`src/rtl/cc_pkg.sv`:
```
package cc_pkg;

    typedef enum logic [1:0] {
        ST_IDLE,
        ST_WAIT,
        ST_SEND
    } cc_state_e;

    // burst layout in half-bit units
    localparam int CC_RUNIN_HALVES = 14;
    localparam int CC_FRAME_BITS   = 3;
    localparam int CC_DATA_BITS    = 16;
    localparam int CC_HALF_TOTAL   = CC_RUNIN_HALVES + 2 * (CC_FRAME_BITS + CC_DATA_BITS);
    localparam int CC_IDX_W        = $clog2(CC_HALF_TOTAL);

    // odd parity in bit 7 over bits 6:0
    function automatic logic [7:0] cc_add_parity(input logic [7:0] b);
        return {~(^b[6:0]), b[6:0]};
    endfunction

endpackage

```
`src/rtl/cc_bit_timer.sv`:
```
module cc_bit_timer #(
    parameter int LC_A = 1716,
    parameter int LC_B = 1728,
    parameter int STEP = 64
) (
    input  logic clk,
    input  logic rst_n,
    input  logic sel_b,
    input  logic run_i,
    output logic tick_o
);
    localparam int LC_MAX = (LC_A > LC_B) ? LC_A : LC_B;
    localparam int ACC_W  = $clog2(LC_MAX + STEP + 1);

    logic [ACC_W-1:0] acc_d, acc_q;
    logic [ACC_W-1:0] lim, sum;

    always_comb begin
        lim    = sel_b ? ACC_W'(LC_B) : ACC_W'(LC_A);
        sum    = acc_q + ACC_W'(STEP);
        tick_o = 1'b0;
        acc_d  = '0;
        if (run_i) begin
            if (sum >= lim) begin
                tick_o = 1'b1;
                acc_d  = sum - lim;
            end else begin
                acc_d  = sum;
            end
        end
    end

    always_ff @(posedge clk or negedge rst_n) begin
        if (!rst_n) acc_q <= '0;
        else        acc_q <= acc_d;
    end

    // the remainder never reaches a whole line length
    a_r4_acc_below_line: assert property (@(posedge clk) disable iff (!rst_n)
        acc_q < lim);

endmodule

```
`src/rtl/cc_byte_bank.sv`:
```
module cc_byte_bank
    import cc_pkg::*;
#(
    parameter int FIELDS = 2
) (
    input  logic        clk,
    input  logic        rst_n,
    input  logic        wr_en,
    input  logic        wr_fld,
    input  logic [15:0] wr_data,
    input  logic        lat_en,
    input  logic        lat_fld,
    output logic [15:0] pair_o
);
    typedef struct packed {
        logic [FIELDS-1:0][15:0] pend;
        logic [FIELDS-1:0]       fresh;
        logic [15:0]             cur;
    } bank_t;

    bank_t st_d, st_q;
    logic [FIELDS-1:0][15:0] coded;

    generate
        for (genvar f = 0; f < FIELDS; f++) begin : g_code
            assign coded[f] = {cc_add_parity(st_q.pend[f][15:8]),
                               cc_add_parity(st_q.pend[f][7:0])};
        end
    endgenerate

    always_comb begin
        st_d = st_q;
        if (lat_en) begin
            st_d.cur           = st_q.fresh[lat_fld] ? coded[lat_fld] : 16'h8080;
            st_d.fresh[lat_fld] = 1'b0;
        end
        // a write in the latch cycle stays pending for the next burst
        if (wr_en) begin
            st_d.pend[wr_fld]  = wr_data;
            st_d.fresh[wr_fld] = 1'b1;
        end
    end

    always_ff @(posedge clk or negedge rst_n) begin
        if (!rst_n) begin
            st_q.pend  <= '0;
            st_q.fresh <= '0;
            st_q.cur   <= 16'h8080;
        end else begin
            st_q <= st_d;
        end
    end

    assign pair_o = st_q.cur;

    // both latched characters carry odd parity
    a_r7_odd_parity: assert property (@(posedge clk) disable iff (!rst_n)
        (^st_q.cur[7:0]) && (^st_q.cur[15:8]));

    // a latch without a colliding write consumes the pending pair
    a_r9_latch_consumes: assert property (@(posedge clk) disable iff (!rst_n)
        (lat_en && !wr_en) |=> !st_q.fresh[$past(lat_fld)]);

endmodule

```
`src/rtl/cc_symbol_gen.sv`:
```
module cc_symbol_gen
    import cc_pkg::*;
#(
    parameter int          LVL_W  = 10,
    parameter logic [9:0]  LVL_LO = 10'd240,
    parameter logic [9:0]  LVL_HI = 10'd560
) (
    input  logic                active_i,
    input  logic [CC_IDX_W-1:0] idx_i,
    input  logic [15:0]         pair_i,
    output logic [LVL_W-1:0]    smp_o
);
    logic [CC_IDX_W-1:0] rel;
    logic [4:0]          bitn;
    logic [3:0]          dpos;
    logic                val;

    always_comb begin
        rel  = idx_i - CC_IDX_W'(CC_RUNIN_HALVES);
        bitn = 5'(rel >> 1);
        dpos = 4'(bitn - 5'(CC_FRAME_BITS));
        if (idx_i < CC_IDX_W'(CC_RUNIN_HALVES))
            val = ~idx_i[0];
        else if (bitn < 5'(CC_FRAME_BITS))
            val = (bitn == 5'(CC_FRAME_BITS - 1));
        else
            val = pair_i[dpos];
        smp_o = active_i ? (val ? LVL_W'(LVL_HI) : LVL_W'(LVL_LO)) : '0;
    end

endmodule

```
`src/rtl/cc_line_enc.sv`:
```
module cc_line_enc
    import cc_pkg::*;
#(
    parameter int          LINE_W    = 10,
    parameter int          OFS_W     = 11,
    parameter int          LVL_W     = 10,
    parameter int          CLKS_525  = 1716,
    parameter int          CLKS_625  = 1728,
    parameter int          BITS_LINE = 32,
    parameter int          CAP_L525  = 21,
    parameter int          CAP_L625  = 22,
    parameter logic [9:0]  LVL_LO    = 10'd240,
    parameter logic [9:0]  LVL_HI    = 10'd560
) (
    input  logic              clk,
    input  logic              rst_n,
    input  logic              line_start,
    input  logic [LINE_W-1:0] line_num,
    input  logic              fld,
    input  logic              std_625,
    input  logic [1:0]        cap_en,
    input  logic [OFS_W-1:0]  start_ofs,
    input  logic              wr_en,
    input  logic              wr_fld,
    input  logic [15:0]       wr_data,
    output logic [LVL_W-1:0]  smp,
    output logic              smp_vld
);
    localparam int HALF_STEP = 2 * BITS_LINE;

    typedef struct packed {
        cc_state_e           state;
        logic [OFS_W-1:0]    cnt;
        logic [CC_IDX_W-1:0] idx;
    } ctl_t;

    ctl_t        st_d, st_q;
    logic        accept;
    logic        tick;
    logic        sending;
    logic [15:0] pair;
    logic [LINE_W-1:0] tgt_line;

    assign tgt_line = std_625 ? LINE_W'(CAP_L625) : LINE_W'(CAP_L525);
    assign sending  = (st_q.state == ST_SEND);

    always_comb begin
        st_d   = st_q;
        accept = 1'b0;
        unique case (st_q.state)
            ST_IDLE: begin
                if (line_start && (line_num == tgt_line) && cap_en[fld]) begin
                    accept     = 1'b1;
                    st_d.state = ST_WAIT;
                    st_d.cnt   = '0;
                end
            end
            ST_WAIT: begin
                if (st_q.cnt == start_ofs) begin
                    st_d.state = ST_SEND;
                    st_d.idx   = '0;
                end else begin
                    st_d.cnt = st_q.cnt + 1'b1;
                end
            end
            ST_SEND: begin
                if (tick) begin
                    if (st_q.idx == CC_IDX_W'(CC_HALF_TOTAL - 1))
                        st_d.state = ST_IDLE;
                    else
                        st_d.idx = st_q.idx + 1'b1;
                end
            end
            default: st_d.state = ST_IDLE;
        endcase
    end

    always_ff @(posedge clk or negedge rst_n) begin
        if (!rst_n) begin
            st_q.state <= ST_IDLE;
            st_q.cnt   <= '0;
            st_q.idx   <= '0;
        end else begin
            st_q <= st_d;
        end
    end

    cc_bit_timer #(
        .LC_A (CLKS_525),
        .LC_B (CLKS_625),
        .STEP (HALF_STEP)
    ) timer_i (
        .clk    (clk),
        .rst_n  (rst_n),
        .sel_b  (std_625),
        .run_i  (sending),
        .tick_o (tick)
    );

    cc_byte_bank #(
        .FIELDS (2)
    ) bank_i (
        .clk     (clk),
        .rst_n   (rst_n),
        .wr_en   (wr_en),
        .wr_fld  (wr_fld),
        .wr_data (wr_data),
        .lat_en  (accept),
        .lat_fld (fld),
        .pair_o  (pair)
    );

    cc_symbol_gen #(
        .LVL_W  (LVL_W),
        .LVL_LO (LVL_LO),
        .LVL_HI (LVL_HI)
    ) sym_i (
        .active_i (sending),
        .idx_i    (st_q.idx),
        .pair_i   (pair),
        .smp_o    (smp)
    );

    assign smp_vld = sending;

    // only the two data levels appear inside the burst
    a_r5_two_levels: assert property (@(posedge clk) disable iff (!rst_n)
        smp_vld |-> (smp == LVL_W'(LVL_LO) || smp == LVL_W'(LVL_HI)));

    // outside the burst the sample is zero
    a_r5_quiet: assert property (@(posedge clk) disable iff (!rst_n)
        !smp_vld |-> (smp == '0));

    // the burst opens only after the offset wait
    a_r2_open_after_wait: assert property (@(posedge clk) disable iff (!rst_n)
        $rose(smp_vld) |-> $past(st_q.state == ST_WAIT));

    // the last half-bit edge closes the burst
    a_r3_close_after_last: assert property (@(posedge clk) disable iff (!rst_n)
        (tick && st_q.idx == CC_IDX_W'(CC_HALF_TOTAL - 1)) |=> !smp_vld);

endmodule

```
`config.mk`:
```
export PLATFORM = sky130hd
export DESIGN_NAME = cc_line_enc
export DESIGN_NICKNAME = d
export VERILOG_FILES = /design/src/rtl/cc_pkg.sv /design/src/rtl/cc_bit_timer.sv /design/src/rtl/cc_byte_bank.sv /design/src/rtl/cc_symbol_gen.sv /design/src/rtl/cc_line_enc.sv
export SDC_FILE = /design/constraint.sdc
export NUM_CORES = 1
export LEC_CHECK = 0
export BUFFER_PORTS_ARGS = -buffer_cell sky130_fd_sc_hd__buf_2
export CAP_MARGIN = 25
export CORE_MARGIN = 5
export CORE_UTILIZATION = 35
export DETAILED_ROUTE_END_ITERATION = 10
export PLACE_DENSITY_LB_ADDON = 0.15
export SETUP_SLACK_MARGIN = 0.02
export SLEW_MARGIN = 15
export SYNTH_ARGS = -nofsm -noshare
export SYNTH_HDL_FRONTEND = slang
export SYNTH_SLANG_ARGS = --single-unit
```
`constraint.sdc`:
```
create_clock -name clk -period 7.1 [get_ports clk]
set_input_delay 1.42 -clock clk [delete_from_list [all_inputs] [get_ports clk]]
set_output_delay 1.42 -clock clk [all_outputs]
set_load 0.03 [all_outputs]
```
== Word level (Yosys, flattened, before mapping) ==
Cells that the tools add are included.
W data, S select, Z words.

* Input bits: 46
* Output and inout port bits: 11
* Bits in registers: 80

* $lt $le $gt $ge: 8
* Muxes and demuxes: 41
* $add $sub $neg: 6
* Bitwise gates (word level): 8
* Reductions and logical operators: 14
* Eq/ne operators: 12

{| class="wikitable"
|+ Operators with widths
! kind !! number
|-
| $mux W16 || 4
|-
| $mux W11 || 3
|-
| $bwmux W32 || 1
|-
| $reduce_xor A7 Y1 || 4
|-
| $pmux W11 S2 || 1
|-
| $mux W10 || 2
|-
| $mux W18 || 1
|-
| $mux W6 || 3
|-
| $demux W16 S1 || 1
|-
| $mux W1 || 13
|-
| $mux W13 || 1
|-
| $ne A2 B2 Y1 const B || 6
|-
| $pmux W6 S2 || 1
|-
| $add A11 B1 Y11 const B || 1
|-
| $add A11 B7 Y11 const B || 1
|-
| $eq A11 B11 Y1 || 1
|-
| $ge A11 B11 Y1 || 1
|-
| $sub A11 B11 Y11 || 1
|-
| $eq A10 B5 Y1 || 1
|-
| $mux W2 || 5
|-
| $reduce_and A4 Y1 || 2
|-
| $mux W7 || 1
|-
| $add A6 B1 Y6 const B || 1
|-
| $eq A6 B6 Y1 const B || 1
|-
| other kinds (21) || 32
|}

== Logic depth before layout (Yosys ltp) ==
* Depth in word-level cells: 9
* Depth in mapped cells: 10
* Gate-level depth less buffers: 9

== Modules after synthesis ==
From an unflattened synthesis, not the netlist that was laid out.

* Cells, all modules: 440
* Area, all modules: 4,827.1 um^2

{| class="wikitable"
|+ By module, submodules not included
! module !! cells each !! area an instance (um^2) !! instances !! sequential area each (um^2)
|-
| cc_byte_bank || 170 || 2,353.5 || 1 || 1,153.6
|-
| cc_line_enc || 128 || 1,221.2 || 1 || 475.5
|-
| cc_bit_timer || 86 || 753.2 || 1 || 225.2
|-
| cc_symbol_gen || 56 || 499.2 || 1 || 0.0
|}

== Worst setup path before layout ==
Ideal clock, no wire load.

* Kind: reg2out
* Start: register st_q[1] in the netlist's numbering
* End: output port smp[7]
* Arrival time: 3,336 ps
* Required time: 5,680 ps
* Path slack: 2,344 ps
* Buffers on the path: 3
* Cell stages (with the launch flop): 11
* Cells stage by stage: dfrtp_1 buf_2 inv_1 ha_1 clkbuf_1 a21oi_1 a211oi_1 xor2_1 mux4_2 o41ai_2 buf_4

* Longest elaborated chain between the ends: 8
* Elaborated cells on any way between the ends: 11

{| class="wikitable"
|+ RTL lines
! element !! RTL line !! source
|-
| from (decl) || cc_line_enc.sv:37 || <nowiki>ctl_t st_d, st_q;</nowiki>
|-
| from (signal assigned) || cc_line_enc.sv:84 || <nowiki>st_q <= st_d;</nowiki>
|-
| $sub A6 B4 Y6 || cc_symbol_gen.sv:19 || <nowiki>rel = idx_i - CC_IDX_W'(CC_RUNIN_HALVES);</nowiki>
|-
| $sub A4 B2 Y4 || cc_symbol_gen.sv:21 || <nowiki>dpos = 4'(bitn - 5'(CC_FRAME_BITS));</nowiki>
|-
| $bmux W1 S4 || cc_symbol_gen.sv:27 || <nowiki>val = pair_i[dpos];</nowiki>
|-
| $mux W1 (not written as such) || cc_symbol_gen.sv:27 ||
|-
| $mux W1 || cc_symbol_gen.sv:24 || <nowiki>else if (bitn < 5'(CC_FRAME_BITS))</nowiki>
|-
| $mux W1 (*) || cc_symbol_gen.sv:22 || <nowiki>if (idx_i < CC_IDX_W'(CC_RUNIN_HALVES))</nowiki>
|-
| $mux W10 (*) (2 in a row) || cc_symbol_gen.sv:28 || <nowiki>smp_o = active_i ? (val ? LVL_W'(LVL_HI) : LVL_W'(LVL_LO)) : '0;</nowiki>
|-
| to (decl) || cc_line_enc.sv:26 || <nowiki>output logic [LVL_W-1:0] smp,</nowiki>
|}

Every way passes the cells marked *; elsewhere a longest branch is shown, timed or not. The select of a mux whose other input is x is not followed.

== Worst setup path after layout ==
Same ends and word-level chain as after synthesis.

==> metrics.md <==
| Metric | Value |
|---|---|
| Non-filler cells, final | `602` |
| Worst path max stage delay | `0.62 ns` |
| Setup bufs post-CTS | `0` |
| Chip Height | `120.7 µm` |
| Sequential share of the synthesized area | `0.4326` |
| Synthesized area | `4287 µm²` |
| Placed Area | `4622 µm²` |
| Worst R2R Setup Slack | `4.55 ns` |
| Main area contributors after synthesis | `dfrtp_1, mux2_2, xnor2_1, xor2_1, mux2i_1` |
| Post-route minimum period | `4.854 ns` |
| Clk slew on worst S/H paths | `0.06 ns` |
| Root Driver | `clkbuf_16` |
| LEAKAGE | `2.216 nW` |
| Worst Clk Skew | `0.006930 ns` |
| Endpoints failing hold | `0` |
| Post-synth top area share | `0.4203` |
| Post-DRT Antenna Nets | `0` |
| IO Port Bufs | `49` |
| Vias per cell | `5.068` |
| Num rows | `40` |
| Crit path from | `st_q[1]$_DFFE_PN0P_` |
| Max Buffers Root-to-Sink | `2` |
| CTS Buf Count | `9` |
| Core Area | `12010 µm²` |
| Layout cells sized above 1 | `0.2549` |
| Biggest area consumer among synthesized cells | `dfrtp_1` |
| GRT overflow | `0` |
| First-pass DRT Iterations | `4` |
| Worst-path fanout max | `12` |
| Cell chain of the critical path | `inv_1, ha_1, a21oi_1, a211oi_1, xor2_1, mux4_2, o41ai_2, buf_2` |
| Worst Setup Start Kind | `register` |
| # diodes | `0` |
| Initial antenna violation count | `0` |
| Ys flop type | `dfrtp_1` |
| Nets | `507` |
| Worst-Margin Slew | `0.7412 ns` |
| Clock Latency Late Sink | `0.33 ns` |
| Required time worst endpoint | `5.68 ns` |
| Final slew viol count | `0` |
| Rel. slew slack | `0.5058` |
| WL per Instance | `14.29 µm` |
| Die area | `14560 µm²` |
| Area growth syn-to-layout | `15.00%` |
| RR Startpoint | `st_q[18]$_DFFE_PN0P_` |
| Setup TNS | `0 ns` |
| Post-Syn Area per Cell | `10.51 µm²` |
| Slowest CP cell | `dfrtp_1` |
| Starting Density | `0.3569` |
| Maximum vdd drop | `0.1277 mV` |
| Max_cap viols | `0` |
| Filler cell count in the final layout | `1179` |
| WP data arrival | `3.43 ns` |
| GP Congestion | `0.7458` |
| Final setup violating endpoints | `0` |
| Synth Register Bits | `74` |
| Yosys warning total | `0` |
| Clock sinks | `74` |
| RSZ-0062 raised after global routing | `false` |
| Cells after DPL | `585` |
| Status | `finished, final reports clean` |
| Post_cts resized | `0` |
| Chip width | `120.7 µm` |
| Number of I/O pins | `57` |
| Tot GR Track Use | `0.1208` |
| Hold Path Origin | `bank_i.pair_o[8]$_DFFE_PN0N_` |
| CTS tree | `yes` |
| # H-tree levels | `3` |
| Critical Path End Type | `primary output` |
| PwrDens | `264.6 nW/µm²` |
| Detailed Place HPWL | `6209 µm` |
| Post-synth cell types | `56` |
| Min-delay worst type | `register to register` |
| Post-synth ARST share | `1.000` |
| Iteration-0 DRC Markers | `109` |
| Largest net degree at the start of global routing | `75` |
| Final period utilization | `0.6836` |
| Via count | `3051` |
| Post-synth EDFFs | `0` |
| Setup Crit Path Kind | `register to primary output` |
| FMAX | `206.0 MHz` |
| First-pass GRT wire length | `14320 µm` |
| DRT Wirelength | `8604 µm` |
| Design area | `4930 µm²` |
| # hold bufs at CTS | `0` |
| Vias in the first global route | `3019` |
| Remaining DRCs | `0` |
| Cells after synthesis | `408` |
[state kept, by name, indices dropped and copies added, names as in the netlist]
name / cells
bank_i.coded: 28
bank_i.pair_o: 16
bank_i.st_q: 2
st_q: 19
timer_i.acc_q: 9
[synthesized netlist by cell type (all sizes together), types with 4 or more instances]
cell type  number
dfrtp          72
nand2          35
mux2           30
o21ai          28
xnor2          28
xor2           25
nor2           18
mux2i          17
a21oi          14
clkbuf         14
inv            13
buf            12
ha             11
nand4           9
nor3            7
nand2b          6
nand3           6
mux4            5
a21o            4
nor4            4
[logic make-up (layout without fill, tap and decap cells)]
family,after synthesis,after routing,synth area share
xor gates and xnor gates,53,53,0.1083
muxes,52,52,0.1448
DFF,74,74,0.4326
buffers and inverters,39,82,0.04203
other,1,5,0.0008748
adders and majority gates,11,11,0.03211
AOI/OAI and AO/OA,70,70,0.1068
and+or+nand+nor,108,108,0.1325
[through the flow]
stage,total power [mW],setup WS (ns),util,hold slack (ns)
2_1_floorplan,0.8083,2.344,-,0.4446
3_3_place_gp,0.8896,2.582,0.3842,0.4565
3_5_place_dp,0.8944,2.554,0.3848,0.4731
4_1_cts,1.326,2.187,0.4081,0.4862
5_1_grt,1.386,2.018,0.4104,0.5054
6_report,1.304,2.246,0.4104,0.4771
[cell usage in the layout, fill, tap and decap left out, types with 5 or more instances in the layout]
master	count
dfrtp_1	72
nand3_1	6
a21oi_1	14
o21ai_0	27
nand4_1	9
nor3_1	7
nor2_1	18
inv_1	13
xor2_1	25
xnor2_1	28
nand2_1	35
conb_1	5
clkbuf_16	9
ha_1	11
mux4_2	5
mux2_2	30
nand2b_1	6
buf_2	49
mux2i_1	17
[metal layers]
| layer | vias up | part of all wire | track usage |
|---|---|---|---|
| met5 | - | 0 | 0 |
| met4 | 0 | 0.011 | 0.03895 |
| met3 | 8 | 0.024 | 0.02853 |
| met2 | 36 | 0.50 | 0.2092 |
| li1 | 1518 | - | - |
| met1 | 1489 | 0.47 | 0.1483 |
[path summary, 6_finish.rpt]
path                                                 end  cells past startpoint
max                                               smp[7]                      8
min                         bank_i.pair_o[8]$_DFFE_PN0N_                      2
max reg2reg                          st_q[4]$_DFFE_PN0P_                      6
min reg2reg                 bank_i.pair_o[8]$_DFFE_PN0N_                      2
max in group asynchronous  bank_i.pair_o[15]$_DFFE_PN1N_                      3
min in group asynchronous           st_q[15]$_DFFE_PN0P_                      2
[worst max-delay path, delay by kind of cell, from the launching register on]
kind            cells  cell delay, ns
flops               1            0.62
compound gates      3            0.80
xor+xnor            1            0.21
fa+ha+maj           1            0.50
mux                 1            0.56
buf+inv             2            0.40
[report_power, final]
| part | switching (mW) | internal (mW) | total (mW) |
|---|---|---|---|
| clock network | 0.176 | 0.247 | 0.424 |
| registers | 0.0652 | 0.472 | 0.537 |
| logic | 0.187 | 0.157 | 0.344 |
| total | 0.428 | 0.876 | 1.30 |
[area by class of cell]
cell class	instances	area [µm²]	area share
Multi-Input combinational cell	299	2267	0.4599
Sequential cell	74	1854	0.3761
Timing Repair Buffer	53	295.3	0.05990
Clock buffer	11	242.7	0.04924
Tap cell	147	183.9	0.03731
Inverter	13	48.80	0.009898
Clock inverter	5	37.54	0.007614
Power figures use the tool's default switching activity.
